**src/rtl/bst_ctl_pkg.sv**
```systemverilog
package bst_ctl_pkg;
  // phase of the switching period, decoded from the period counter
  typedef enum logic [1:0] {
    PH_LEAD = 2'd0,  // dead band before the main pulse
    PH_MAIN = 2'd1,  // main switch on
    PH_MID  = 2'd2,  // dead band between main and sync
    PH_SYNC = 2'd3   // synchronous switch on
  } gate_phase_e;
endpackage

```
**src/rtl/bst_period_timer.sv**
```systemverilog
module bst_period_timer #(
  parameter int PERIOD = 1000,
  parameter int CW     = 10
) (
  input  logic          clk,
  input  logic          rst_n,
  output logic [CW-1:0] cnt,
  output logic          at_last,
  output logic          at_update
);
  localparam logic [CW-1:0] LAST = CW'(PERIOD - 1);
  localparam logic [CW-1:0] UPD  = CW'(PERIOD - 2);

  always_ff @(posedge clk or negedge rst_n) begin
    if (!rst_n)           cnt <= '0;
    else if (cnt == LAST) cnt <= '0;
    else                  cnt <= cnt + 1'b1;
  end

  assign at_last   = (cnt == LAST);
  assign at_update = (cnt == UPD);
endmodule

```
**src/rtl/bst_meas_port.sv**
```systemverilog
module bst_meas_port #(
  parameter int MW = 12
) (
  input  logic          clk,
  input  logic          rst_n,
  input  logic          in_valid,
  output logic          in_ready,
  input  logic [MW-1:0] in_data,
  output logic [MW-1:0] held
);
  logic ready_q;

  always_ff @(posedge clk or negedge rst_n) begin
    if (!rst_n) ready_q <= 1'b0;
    else        ready_q <= 1'b1;
  end

  always_ff @(posedge clk or negedge rst_n) begin
    if (!rst_n)                  held <= '0;
    else if (in_valid && ready_q) held <= in_data;
  end

  assign in_ready = ready_q;
endmodule

```
**src/rtl/bst_pi_core.sv**
```systemverilog
module bst_pi_core #(
  parameter int CW    = 10,
  parameter int MW    = 12,
  parameter int DMIN  = 50,
  parameter int DMAX  = 900,
  parameter int KP_SH = 3,
  parameter int KI_SH = 4
) (
  input  logic          clk,
  input  logic          rst_n,
  input  logic          upd,
  input  logic [MW-1:0] sp,
  input  logic [MW-1:0] meas,
  output logic [CW-1:0] duty_cmd
);
  localparam int AW = (((CW + KI_SH) > MW) ? (CW + KI_SH) : MW) + 3;
  localparam logic signed [AW-1:0] ACC_LO = AW'(DMIN * (2 ** KI_SH));
  localparam logic signed [AW-1:0] ACC_HI = AW'(DMAX * (2 ** KI_SH));
  localparam logic signed [AW-1:0] D_LO   = AW'(DMIN);
  localparam logic signed [AW-1:0] D_HI   = AW'(DMAX);

  logic signed [MW:0]   err_s;
  logic signed [AW-1:0] err_x, acc_q, acc_sum, acc_nxt, p_term, d_sum, d_cl;
  logic        [CW-1:0] duty_q;

  assign err_s = $signed({1'b0, sp}) - $signed({1'b0, meas});
  assign err_x = {{(AW-MW-1){err_s[MW]}}, err_s};

  // integral path with saturation at the duty limits
  always_comb begin
    acc_sum = acc_q + err_x;
    if (acc_sum < ACC_LO)      acc_nxt = ACC_LO;
    else if (acc_sum > ACC_HI) acc_nxt = ACC_HI;
    else                       acc_nxt = acc_sum;
  end

  // proportional path and output clamp
  always_comb begin
    p_term = err_x >>> KP_SH;
    d_sum  = (acc_nxt >>> KI_SH) + p_term;
    if (d_sum < D_LO)      d_cl = D_LO;
    else if (d_sum > D_HI) d_cl = D_HI;
    else                   d_cl = d_sum;
  end

  always_ff @(posedge clk or negedge rst_n) begin
    if (!rst_n) begin
      acc_q  <= ACC_LO;
      duty_q <= CW'(DMIN);
    end else if (upd) begin
      acc_q  <= acc_nxt;
      duty_q <= CW'(d_cl);
    end
  end

  assign duty_cmd = duty_q;
endmodule

```
**src/rtl/bst_gate_gen.sv**
```systemverilog
module bst_gate_gen
  import bst_ctl_pkg::*;
#(
  parameter int CW   = 10,
  parameter int DEAD = 5,
  parameter int DMIN = 50
) (
  input  logic          clk,
  input  logic          rst_n,
  input  logic [CW-1:0] cnt,
  input  logic          at_last,
  input  logic [CW-1:0] duty_cmd,
  output logic [CW-1:0] duty_live,
  output logic          gate_main,
  output logic          gate_sync
);
  localparam logic [CW:0] DEAD_X = (CW+1)'(DEAD);

  gate_phase_e phase;
  logic [CW:0] cnt_x, main_end, mid_end;

  // duty is loaded only on the last count, so it is in force from count 0
  always_ff @(posedge clk or negedge rst_n) begin
    if (!rst_n)       duty_live <= CW'(DMIN);
    else if (at_last) duty_live <= duty_cmd;
  end

  assign cnt_x    = {1'b0, cnt};
  assign main_end = {1'b0, duty_live};
  assign mid_end  = main_end + DEAD_X;

  always_comb begin
    if (cnt_x < DEAD_X)        phase = PH_LEAD;
    else if (cnt_x < main_end) phase = PH_MAIN;
    else if (cnt_x < mid_end)  phase = PH_MID;
    else                       phase = PH_SYNC;
  end

  always_ff @(posedge clk or negedge rst_n) begin
    if (!rst_n) begin
      gate_main <= 1'b0;
      gate_sync <= 1'b0;
    end else begin
      gate_main <= (phase == PH_MAIN);
      gate_sync <= (phase == PH_SYNC);
    end
  end
endmodule

```
**src/rtl/boost_avg_ctl.sv**
```systemverilog
module boost_avg_ctl #(
  parameter int PERIOD = 1000,
  parameter int DEAD   = 5,
  parameter int DMIN   = 50,
  parameter int DMAX   = 900,
  parameter int MW     = 12,
  parameter int KP_SH  = 3,
  parameter int KI_SH  = 4
) (
  input  logic          clk,
  input  logic          rst_n,
  input  logic [MW-1:0] sp_code,
  input  logic          meas_valid,
  output logic          meas_ready,
  input  logic [MW-1:0] meas_data,
  output logic          gate_main,
  output logic          gate_sync
);
  localparam int CW = $clog2(PERIOD);

  logic [CW-1:0] tick_cnt;
  logic          tick_last, tick_upd;
  logic [MW-1:0] meas_held;
  logic [CW-1:0] duty_cmd, duty_live;

  bst_period_timer #(.PERIOD(PERIOD), .CW(CW)) u_timer (
    .clk(clk), .rst_n(rst_n), .cnt(tick_cnt),
    .at_last(tick_last), .at_update(tick_upd)
  );

  bst_meas_port #(.MW(MW)) u_meas (
    .clk(clk), .rst_n(rst_n), .in_valid(meas_valid),
    .in_ready(meas_ready), .in_data(meas_data), .held(meas_held)
  );

  bst_pi_core #(
    .CW(CW), .MW(MW), .DMIN(DMIN), .DMAX(DMAX),
    .KP_SH(KP_SH), .KI_SH(KI_SH)
  ) u_pi (
    .clk(clk), .rst_n(rst_n), .upd(tick_upd),
    .sp(sp_code), .meas(meas_held), .duty_cmd(duty_cmd)
  );

  bst_gate_gen #(.CW(CW), .DEAD(DEAD), .DMIN(DMIN)) u_gate (
    .clk(clk), .rst_n(rst_n), .cnt(tick_cnt), .at_last(tick_last),
    .duty_cmd(duty_cmd), .duty_live(duty_live),
    .gate_main(gate_main), .gate_sync(gate_sync)
  );
endmodule

```
**config.mk**
```make
export PLATFORM = sky130hd
export DESIGN_NAME = boost_avg_ctl
export DESIGN_NICKNAME = d
export VERILOG_FILES = /design/src/rtl/bst_ctl_pkg.sv /design/src/rtl/bst_period_timer.sv /design/src/rtl/bst_meas_port.sv /design/src/rtl/bst_pi_core.sv /design/src/rtl/bst_gate_gen.sv /design/src/rtl/boost_avg_ctl.sv
export SDC_FILE = /design/constraint.sdc
export NUM_CORES = 1
export LEC_CHECK = 0
export BUFFER_PORTS_ARGS = -buffer_cell sky130_fd_sc_hd__buf_4
export CAP_MARGIN = 10
export CORE_ASPECT_RATIO = 2
export CORE_UTILIZATION = 28
export DETAILED_ROUTE_END_ITERATION = 10
export GPL_TIMING_DRIVEN = 0
export HOLD_SLACK_MARGIN = 0.02
export RECOVER_POWER = 100
export SLEW_MARGIN = 15
export SYNTH_ARGS = -nofsm -noshare
export SYNTH_HDL_FRONTEND = slang
export SYNTH_HIERARCHICAL = 1
export SYNTH_SLANG_ARGS = --single-unit
```
**constraint.sdc**
```tcl
create_clock -name clk -period 14.8 [get_ports clk]
set_input_delay 2.96 -clock clk [delete_from_list [all_inputs] [get_ports clk]]
set_output_delay 2.96 -clock clk [all_outputs]
set_load 0.005 [all_outputs]
```
Yosys cells after proc, flatten, opt, wreduce, memory -nomap -nowiden --
Cells that the tools add are included.
Storage, ports and cells: bits in registers 62, word-level logic and storage cells 33, output and inout port bits 3, bits of input ports 27
Operators by class: mux-type cells 8, equality and inequality tests 4, reduce and logical (&&, ||, !) cells 1, order comparisons 7, add/sub/neg operators 5
Operators by type and width (number):
- 17-bit 2-to-1 mux | 2
- 10-bit 2-to-1 mux | 3
- 10-bit equality test (second input constant) | 2
- 17-bit by 13-bit adder with 17-bit output | 1
- 17-bit by 15-bit greater-than comparator with 1-bit output (second input constant) | 1
- 17-bit by 11-bit < comparator with 1-bit output (second input constant) | 1
- 13-bit by 10-bit adder with 14-bit output | 1
- 14-bit by 11-bit greater-than comparator with 1-bit output (second input constant) | 1
- 14-bit by 7-bit < comparator with 1-bit output (second input constant) | 1
- 12-bit by 12-bit subtractor with 13-bit output | 1
- 10-bit by 3-bit adder with 11-bit output (second input constant) | 1
- 10-bit by 11-bit < comparator with 1-bit output | 1
- 10-bit by 1-bit adder with 10-bit output (second input constant) | 1
- 10-bit < comparator | 1
- 10-bit by 3-bit < comparator with 1-bit output (second input constant) | 1
- 2-bit 2-to-1 mux | 2
- 2-bit by 1-bit equality test with 1-bit output (second input constant) | 1
- 2-bit equality test (second input constant) | 1
- 1-bit logical AND | 1
- 1-bit 2-to-1 mux | 1

Longest topological paths before layout --
Gate-level depths: netlist (run 1).
word-level depth 9, mapped depth 34, gate-level depth less buffers 31

By module --
The synthesis (run 1) kept the hierarchy.
Modules (own cells, without submodules):
- bst_pi_core | cells an instance 429, instances 1, sequential area each 683.2 sq um, area an instance 3468.3 sq um
- bst_gate_gen | cells an instance 111, instances 1, sequential area each 304.0 sq um, area an instance 998.5 sq um
- bst_meas_port | cells an instance 28, instances 1, sequential area each 325.3 sq um, area an instance 519.2 sq um
- bst_period_timer | cells an instance 48, instances 1, sequential area each 250.2 sq um, area an instance 506.7 sq um

Worst setup path before layout (run 1) --
No wires, ideal clock.
path type input to register, start in sp_code[0], end reg u_pi.duty_q[2] (netlist: u_pi/duty_cmd[2]), slack 5.429 ns, required time 14.679 ns, buffers on the path 3, stages on the path 32, data arrival time 9.250 ns, cells stage by stage inv_1 > ha_1 > fa_1 > nand2b_1 > a21boi_0 > o21ai_0 > a21o_1 > a21boi_0 > a21oi_1 > ha_1 > clkbuf_1 > nand2_1 > o21ai_0 > a21o_1 > a21oi_1 > and2_1 > xnor2_1 > xnor2_1 > clkbuf_1 > and4b_1 > ha_1 > inv_1 > fa_1 > nor2b_1 > o21ai_0 > a211oi_1 > o211ai_1 > a21o_1 > a21oi_1 > clkbuf_1 > a31oi_1 > a22o_1
Between the ends: longest elaborated chain between the ends 9
Ends and longest elaborated chain:
- start: declaration | RTL line boost_avg_ctl.sv:12 | input logic [MW-1:0] sp_code,
- 12-bit by 12-bit subtractor with 13-bit output (*) | RTL line bst_pi_core.sv:26 | assign err_s = $signed({1'b0, sp}) - $signed({1'b0, meas});
- 17-bit by 13-bit adder with 17-bit output (*) | RTL line bst_pi_core.sv:31 | acc_sum = acc_q + err_x;
- 17-bit by 15-bit greater-than comparator with 1-bit output | RTL line bst_pi_core.sv:33 | else if (acc_sum > ACC_HI) acc_nxt = ACC_HI;
- 17-bit 2-to-1 mux | RTL line bst_pi_core.sv:33
- 17-bit 2-to-1 mux (*) | RTL line bst_pi_core.sv:32 | if (acc_sum < ACC_LO) acc_nxt = ACC_LO;
- via u_pi.acc_nxt[4] | RTL line bst_pi_core.sv:23 | logic signed [AW-1:0] err_x, acc_q, acc_sum, acc_nxt, p_term, d_sum, d_cl;
- 13-bit by 10-bit adder with 14-bit output (*) | RTL line bst_pi_core.sv:40 | d_sum = (acc_nxt >>> KI_SH) + p_term;
- 14-bit by 11-bit greater-than comparator with 1-bit output | RTL line bst_pi_core.sv:42 | else if (d_sum > D_HI) d_cl = D_HI;
- 10-bit 2-to-1 mux | RTL line bst_pi_core.sv:42
- 10-bit 2-to-1 mux (*) | RTL line bst_pi_core.sv:41 | if (d_sum < D_LO) d_cl = D_LO;
- end signal: assignment | RTL line bst_pi_core.sv:49 | duty_q <= CW'(DMIN);
- end signal: assignment | RTL line bst_pi_core.sv:52 | duty_q <= CW'(d_cl);
- end: declaration | RTL line bst_pi_core.sv:24 | logic [CW-1:0] duty_q;
Mark *: on every way through the listed nets, which the timed path passes. The rest lies on a longest branch. A chain may end at the register's enable or synchronous reset.

Worst setup path after layout (run 1) --
Ends and elaborated chain as after synthesis.

==> results of run 1 <==
[layer usage]
layer,track usage,share of wire,vias to the layer above
met5,0,0,-
met4,0.122,0.087,0
met3,0.0198,0.025,60
met2,0.296,0.55,108
met1,0.134,0.34,2213
li1,-,-,2336
[flip-flops by register name, summed over array words and instances, names as in the netlist]
name              flops
u_pi/acc_q           17
u_meas/held          12
u_gate/duty_live     10
u_pi/duty_cmd        10
u_timer/cnt          10
u_gate/gate_main      1
u_gate/gate_sync      1
u_meas/in_ready       1
[critical path, delay by kind of cell]
kind,cells,cell delay [ns]
AOI/OAI and AO/OA,17,3.62
and+or+nand+nor,7,1.70
buffers and inverters,6,0.99
adders and majority gates,5,1.60
[power breakdown]
part           internal [mW]  leakage (nW)  total [mW]  switching [mW]
Sequential             0.175         0.729       0.177         0.00268
Clock                  0.147         0.152       0.225          0.0775
Combinational          0.226          1.86       0.599           0.373
[cells by family (layout without fill, tap and decap cells)]
kind of cell	Yosys count	count (layout)	share of synthesized area
other	2	4	0.00137
AND/OR/NAND/NOR	185	185	0.177
AO/OA/AOI/OAI	175	175	0.223
multiplexers	16	16	0.0399
XOR/XNOR	44	44	0.0702
adder cells (fa/ha/maj)	66	66	0.154
buffers and inverters	66	111	0.0501
flip-flops	62	62	0.285
[cells in the mapped netlist (5+ instances only)]
master and n:
and3_1 8, inv_1 46, nand2b_1 8, a21oi_1 45, nor4_1 7, a211oi_1 6
clkbuf_1 12, o32ai_1 7, o2111ai_1 5, nand2_1 42, a21o_1 11, dfstp_2 9
xor2_1 17, nor2b_1 12, o211ai_1 8, dfrtp_1 53, nand3_1 27, nor3_1 11
xnor2_1 27, o21ai_0 30, nor2_1 38, mux2_4 11, o21a_1 8, ha_1 63
[cell type report]
| cell class | count | area share |
|---|---|---|
| buffer | 19 | 0.0141 |
| clock buffer | 10 | 0.0364 |
| clock inverter | 6 | 0.0137 |
| inverter | 47 | 0.0281 |
| multi-input combinational | 490 | 0.573 |
| sequential | 62 | 0.249 |
| tap | 259 | 0.0516 |
| timing repair buffer | 29 | 0.0340 |
[worst min-delay path by stage]
stage                                   to  slack, ns
final                     u_pi/duty_cmd[7]       0.48
after global routing      u_pi/duty_cmd[4]       0.50
after CTS                 u_pi/duty_cmd[7]       0.48
after detailed placement  u_pi/duty_cmd[7]       0.47
after global placement    u_pi/duty_cmd[7]       0.47
after floorplan           u_pi/duty_cmd[0]       0.45
[through the flow]
| stage | cells | setup slack [ns] |
|---|---|---|
| 2_1_floorplan | 618 | 5.43 |
| 4_1_cts | 922 | 4.23 |
| 5_1_grt | 922 | 3.48 |
| 6_report | 922 | 4.11 |
| 3_5_place_dp | 906 | 3.91 |
| 3_3_place_gp | 906 | 3.86 |
==> results_dict.tcl, run 1 <==
set metrics [dict create \
    status "finished, violations left" \
    violations "max-capacitance violations, max-slew violations" \
    power.total_mw 1.00 \
    synth_cell_types 81 \
    rsz0062_at_grt "no" \
    wl_mm 14.5 \
    dr.pass1.iters 4 \
    mostFrequentLayoutCell "ha_1" \
    critPathLaunch "sp_code[0]" \
    finalMaxSlewViolations 63 \
    dieArea_um2 20200 \
    wl_per_cell_um 15.8 \
    ys.warnings.count 6 \
    required_ns 15.02 \
    fillers 2059 \
    cp-start-kind "primary input" \
    clkTransAtPathRegs_ns 0.05 \
    cts_root_buf "clkbuf_16" \
    drc 0 \
    worstReg2RegStart "u_meas/held[1]" \
    die_y_um 200 \
    p_leak_nw 2.74 \
    hold_buffers 0 \
    reg2reg_slack_ns 6.43 \
    yosysTopAreaCell "dfrtp_1" \
    dpl.hpwl_mm 11.7 \
    min_path_cells 1 \
    port_buffers 29 \
    setup_tns_ns 0 \
    post_dp_cell_area_um2 6050 \
    fin_crit_ns 10.69 \
    grt_pass1_wl_mm 23.4 \
    endpoint "u_pi/duty_cmd[2]" \
    grt_pass1_vias 4870 \
    fin_area_um2 6280 \
    ctsLongestPathBuffers 2 \
    hold_viol 0 \
    critPathMaxFanout 10 \
    avgSynthCellArea_um2 8.92 \
    avgViaCountPerCell 5.12 \
    synthArstFlopShare 1.00 \
    initial_utilization 0.285 \
    antenna_found_initial 0 \
    timing.final.crit_share 0.722 \
    post_cts_buffers 0 \
    cts-resized-gates 0 \
    yosysTopAreaCellShare 0.241 \
    cts_tree "yes" \
    critPathKind "in -> reg" \
    rr_worst_depth 32 \
    cts_buffers 9 \
    grt_max_degree 63 \
    rr_endpoint "u_pi/duty_cmd[2]" \
    finish.utilization 0.326 \
    dr_total_vias 4717 \
    syn2layout_area_growth_pct 14.4 \
    whs_ns 0.478 \
    fin_nets 751 \
    ant_nets 0 \
    cts_htree_levels 3 \
    arrival_ns 10.90 \
    cts.sinks 62 \
    hold_start "u_pi/duty_cmd[7]" \
    grtUsageTotal 0.151 \
    cp-end-kind "flip-flop" \
    slew_headroom -1.33 \
    regArea_um2 1560 \
    power_density_nw_per_um2 159 \
    drtIter0Drc 160 \
    syn_inst 616 \
    die_x_um 101 \
    synth_area_leaders "dfrtp_1 (24%), ha_1 (14%), dfstp_2 (4.3%), xnor2_1 (4.3%), a21oi_1 (4.1%)" \
    ys_ff_latch 62 \
    overflow 0 \
    placementRows 72 \
    fmax_mhz 93.6 \
    drv_cap 1 \
    globalplace.congestion 0.868 \
    core_um2 19300 \
    synth_edf_count 0 \
    ios 30 \
    peakVddDrop_uv 91.5 \
    final_cell_mix "ha_1 (63), dfrtp_1 (53), inv_1 (46), a21oi_1 (44), nand2_1 (43)" \
    drive_gt1_frac 0.112 \
    synth_flop_cell "dfrtp_1" \
    multi_input_area_um2 3600 \
    worst_path_max_delay_cell "nor4_1" \
    yosysSeqAreaShare 0.285 \
    max_stage_delay_ns 0.68 \
    cp_common_cell "o21ai_0" \
    clock_latency_ns 0.33 \
    num_antenna_cells 0 \
    worstMarginPinSlew_ns 3.49 \
    hold_path_class "reg -> reg" \
    synth_area_um2 5490 \
    fin_worst_skew_ns 0.00995 \
    setup-violations-final 0 \
]
No activity file was read; power rests on OpenSTA's default activity.
==> run 2: changes to the inputs <==
- clock period: 14.8 -> 8.9 ns (I/O delays scaled with it)
==> run 2 against run 1 <==
  * The flow still finishes with violations (max-capacitance violations, max-slew violations)
  * Final cell count increased by 0.33%
  * Non-clock buffer count increased by 3
  * Global-route usage about the same
  * Die area unchanged
  * Setup slack got worse by 3.7 ns
  * Design area increased by 1.8%
  * Largest power group unchanged
  * Critical path type unchanged
  * Power increased by 72%
  * Register-to-register slack got worse by 4.9 ns
==> results_dict.tcl, run 2 (same netlist as run 1, synthesis figures left out) <==
set metrics [dict create \
    status "finished, violations left" \
    violations "max-capacitance violations, max-slew violations" \
    dieArea_um2 20200 \
    die_y_um 200 \
    dr.pass1.iters 4 \
    arrival_ns 8.67 \
    finalMaxSlewViolations 63 \
    power_density_nw_per_um2 269 \
    whs_ns 0.478 \
    ant_nets 0 \
    largest_register_ff_count 17 \
    placementRows 72 \
    wl_mm 14.6 \
    rsz0062_at_grt "no" \
    cts_buffers 9 \
    critPathMaxFanout 10 \
    dr_total_vias 4719 \
    overflow 0 \
    die_x_um 101 \
    cp-end-kind "flip-flop" \
    worst_path_max_delay_cell "nor4_4" \
    max_stage_delay_ns 0.40 \
    globalplace.congestion 0.868 \
    hold_buffers 0 \
    antenna_found_initial 0 \
    port_buffers 29 \
    wl_met3_um 345 \
    final_cell_mix "ha_1 (63), dfrtp_1 (53), inv_1 (46), a21oi_1 (43), nand2_1 (43)" \
    cts.sinks 62 \
    drtIter0Drc 172 \
    p_leak_nw 2.78 \
    routed-wl-met2_mm 8.19 \
    clkTransAtPathRegs_ns 0.05 \
    fmax_mhz 118 \
    wl_per_cell_um 15.8 \
    setup-violations-final 0 \
    reg.largest.list "u_pi/acc_q: 17 flops, u_meas/held: 12 flops" \
    fillers 2041 \
    fin_crit_ns 8.45 \
    num_antenna_cells 0 \
    power.total_mw 1.72 \
    setup_tns_ns 0 \
    top_layer "met4" \
    core_um2 19300 \
    grt_max_degree 63 \
    setup_slack_ns 0.447 \
    slew_headroom -1.33 \
    initial_utilization 0.285 \
    regMostFlops "u_pi/acc_q" \
    grtUsageTotal 0.152 \
    cts_tree "yes" \
    finish.utilization 0.332 \
    hold_path_class "reg -> reg" \
    avgViaCountPerCell 5.10 \
    syn2layout_area_growth_pct 16.5 \
    fin_area_um2 6400 \
    fin_nets 754 \
    drive_gt1_frac 0.143 \
    drv_cap 1 \
    post_dp_cell_area_um2 6050 \
    clock_latency_ns 0.33 \
    place_ws_ns -0.806 \
    grt_pass1_wl_mm 23.5 \
    dp_cells 906 \
    timing.final.crit_share 0.950 \
    cts_root_buf "clkbuf_16" \
    cp-start-kind "primary input" \
    critPathKind "in -> reg" \
    grt_pass1_vias 4886 \
    finalNonFillerCells 925 \
    dpl.hpwl_mm 11.7 \
    rr_worst_depth 32 \
    cts_htree_levels 3 \
    wl_met1_mm 4.96 \
    drc 0 \
    mostFrequentLayoutCell "ha_1" \
    fin_worst_skew_ns 0.0100 \
    ctsLongestPathBuffers 2 \
    min_path_cells 1 \
    hold_viol 0 \
    ios 30 \
    worstMarginPinSlew_ns 3.49 \
    peakVddDrop_uv 162 \
    required_ns 9.12 \
]
-- run 2: cell count changes in the layout (fill, tap and decap cells not counted), sizes merged --
cell and delta:
buf +6, clkbuf -3
-- run 2: path summary, 6_finish.rpt --
check	startpoint	slack, ns	to
min in group asynchronous	rst_n	2.63	u_pi/acc_q[14]
worst min-delay path	u_pi/duty_cmd[7]	0.48	u_pi/duty_cmd[7]
max in group asynchronous	rst_n	4.30	u_gate/duty_live[9]
worst min register to register	u_pi/duty_cmd[7]	0.48	u_pi/duty_cmd[7]
worst max-delay path	sp_code[1]	0.45	u_pi/duty_cmd[2]
worst max register to register	u_meas/held[1]	1.58	u_pi/duty_cmd[2]
-- run 2: worst max-delay path: cells and delay by family --
kind	cells	cell delay [ns]
xor+xnor	1	0.22
compound gates	15	3.06
simple gates	7	1.63
fa+ha+maj	4	1.15
buf+inv	5	0.81
-- run 2: power breakdown --
| group | total [mW] | leakage [nW] | internal, mW | switching, mW |
|---|---|---|---|---|
| Combinational | 1.05 | 1.90 | 0.402 | 0.652 |
| Sequential | 0.295 | 0.729 | 0.291 | 0.00444 |
| Clock | 0.373 | 0.152 | 0.244 | 0.129 |
-- run 2: metal layers --
layer,GRT usage,vias to the layer above
met5,0,-
met4,0.122,0
met3,0.0205,53
met2,0.297,88
met1,0.134,2239
li1,-,2339
-- run 2: timing repair --
action	4_1_cts	5_1_grt
resized for setup	7	14
buffers inserted	0	4
pin swaps	1	0
setup endpoints to repair	9	9
-- run 2: area by class of cell --
cell class	count	area, um^2	area share
Sequential cell	62	1560	0.244
Tap cell	259	324	0.0506
Multi-Input combinational cell	490	3690	0.576
Clock inverter	6	86.3	0.0135
Timing Repair Buffer	33	244	0.0381
Inverter	47	176	0.0276
Buffer	18	90.1	0.0141
Clock buffer	10	229	0.0358
==> run 3: changes to the inputs <==
- RECOVER_POWER: 100 -> unset
==> run 3 against run 2 <==
  * The flow now finishes without violations
  * Maximum frequency decreased by 0.63%
  * Sequential share of layout area decreased by 0.23 points
  * Wire length about the same
  * Setup slack got worse by 0.054 ns
  * Combinational power about the same
  * Clock power about the same
  * Register-to-register slack got worse by 0.06 ns
  * First-iteration DRC count increased by 7.0%
  * Clock-buffer cell count unchanged
  * Critical endpoint unchanged
  * Largest cell class unchanged
==> results_dict.tcl, run 3 (same netlist as run 1, synthesis figures left out) <==
set metrics [dict create \
    die_y_um 200 \
    wl_per_cell_um 15.8 \
    fin_area_um2 6460 \
    mostFrequentLayoutCell "ha_1" \
    dpl.hpwl_mm 11.7 \
    clock_latency_ns 0.33 \
    grtUsageTotal 0.152 \
    rr_worst_depth 32 \
    dieArea_um2 20200 \
    hold_start "u_pi/duty_cmd[7]" \
    overflow 0 \
    fin_crit_ns 8.51 \
    globalplace.congestion 0.868 \
    hold_buffers 0 \
    worstReg2RegStart "u_meas/held[1]" \
    fin_nets 754 \
    max_stage_delay_ns 0.41 \
    critPathKind "in -> reg" \
    fmax_mhz 118 \
    drive_gt1_frac 0.167 \
    endpoint "u_pi/duty_cmd[2]" \
    grt_pass1_vias 4886 \
    avgViaCountPerCell 5.15 \
    syn2layout_area_growth_pct 17.6 \
    seqPwrFrac 0.171 \
    critPathLaunch "sp_code[1]" \
    internal_power_mw 0.944 \
    cts.sinks 62 \
    grt_max_degree 63 \
    peakVddDrop_uv 163 \
    final_cell_mix "ha_1 (63), dfrtp_1 (53), inv_1 (46), a21oi_1 (43), nand2_1 (42)" \
    grt_pass1_wl_mm 23.5 \
    core_um2 19300 \
    cts_buffers 9 \
    clockPowerShare 0.216 \
    finalMaxSlewViolations 0 \
    finish.utilization 0.335 \
    initial_utilization 0.285 \
    ctsLongestPathBuffers 2 \
    cts_htree_levels 3 \
    p_leak_nw 2.83 \
    worstMarginPinSlew_ns 0.824 \
    drc 0 \
    arrival_ns 8.72 \
    cp-end-kind "flip-flop" \
    antenna_found_initial 0 \
    setup-violations-final 0 \
    post_dp_cell_area_um2 6050 \
    worst_path_max_delay_cell "nor4_4" \
    drv_cap 0 \
    regMostFlops "u_pi/acc_q" \
    reg.largest.list "u_pi/acc_q: 17 flops, u_meas/held: 12 flops" \
    dr_total_vias 4761 \
    slew_headroom 0.451 \
    port_buffers 29 \
    regArea_um2 1560 \
    num_antenna_cells 0 \
    rsz0062_at_grt "no" \
    cp-start-kind "primary input" \
    ant_nets 0 \
    swShare 0.455 \
    clkTransAtPathRegs_ns 0.05 \
    fillers 2028 \
    rr_endpoint "u_pi/duty_cmd[2]" \
    combPwrFrac 0.614 \
    die_x_um 101 \
    ios 30 \
    hold_path_class "reg -> reg" \
    placementRows 72 \
    required_ns 9.11 \
    cts_root_buf "clkbuf_16" \
    status "finished, final reports clean" \
    dr.pass1.iters 4 \
    reg2reg_slack_ns 1.52 \
    switchingPower_mw 0.787 \
    multi_input_area_um2 3730 \
    largest_register_ff_count 17 \
    timing.final.crit_share 0.956 \
    drtIter0Drc 184 \
    critPathMaxFanout 10 \
    fin_worst_skew_ns 0.00872 \
    hold_viol 0 \
    cts_tree "yes" \
    power_density_nw_per_um2 268 \
    wl_mm 14.6 \
]
==> run 3: cell count changes in the layout (fill, tap and decap cells not counted), moves of 3 or more <==
cell | previous run | this run
buf_4 | 27 | 33
clkbuf_1 | 12 | 9
clkbuf_4 | 5 | 0
mux2_1 | 9 | 0
mux2_4 | 2 | 11
==> run 3: power by group through the flow <==
stage | sequential, mW | clock, mW | combinational (mW)
final | 0.295 | 0.373 | 1.06
after global routing | 0.296 | 0.392 | 1.17
after CTS | 0.295 | 0.381 | 1.01
after detailed placement | 0.300 | 0 | 0.998
after global placement | 0.300 | 0 | 0.993
after floorplan | 0.299 | 0 | 0.767
==> run 3: worst min-delay path by stage <==
| stage | end | slack (ns) | depth (start not counted) |
|---|---|---|---|
| after global placement | u_pi/duty_cmd[7] | 0.47 | 1 |
| after detailed placement | u_pi/duty_cmd[7] | 0.47 | 1 |
| final | u_pi/duty_cmd[7] | 0.48 | 1 |
| after global routing | u_pi/duty_cmd[4] | 0.50 | 2 |
| after CTS | u_pi/duty_cmd[7] | 0.48 | 1 |
| after floorplan | u_pi/duty_cmd[0] | 0.45 | 1 |
==> run 3: worst max-delay path, delay by kind of cell <==
family          cells  cell delay (ns)
compound gates     15             3.09
buf+inv             5             0.80
fa+ha+maj           4             1.16
simple gates        7             1.64
xor+xnor            1             0.23
==> run 3: cell type report <==
cell class                 instances  share of cell area
multi-input combinational        490               0.578
buffer                            18              0.0153
clock buffer                      10              0.0355
timing repair buffer              33              0.0384
sequential                        62               0.242
inverter                          47              0.0273
tap                              259              0.0502
clock inverter                     6              0.0134
==> run 3: metrics by stage <==
stage,setup WS [ns],TNS (ns),power (mW),hold slack [ns],std cells
after floorplan,0.709,0,1.07,0.449,618
after global placement,-0.858,-6.54,1.29,0.468,906
after detailed placement,-0.806,-6.02,1.30,0.470,906
after CTS,0.0374,0,1.69,0.482,922
after global routing,0.00366,0,1.85,0.497,925
final,0.393,0,1.73,0.478,925
==> run 3: what timing repair did <==
item | in CTS | in global routing
setup endpoints to repair | 9 | 9
pin swaps | 1 | 0
setup buffers | 0 | 4
resized for setup | 7 | 14
==> run 3: metal layers <==
metal  up-vias  wire length (um)  track usage
met5         -                 0            0
met2       101              8150        0.297
li1       2339                 -            -
met4         0              1170        0.122
met3        56               387       0.0205
met1      2265              4900        0.134
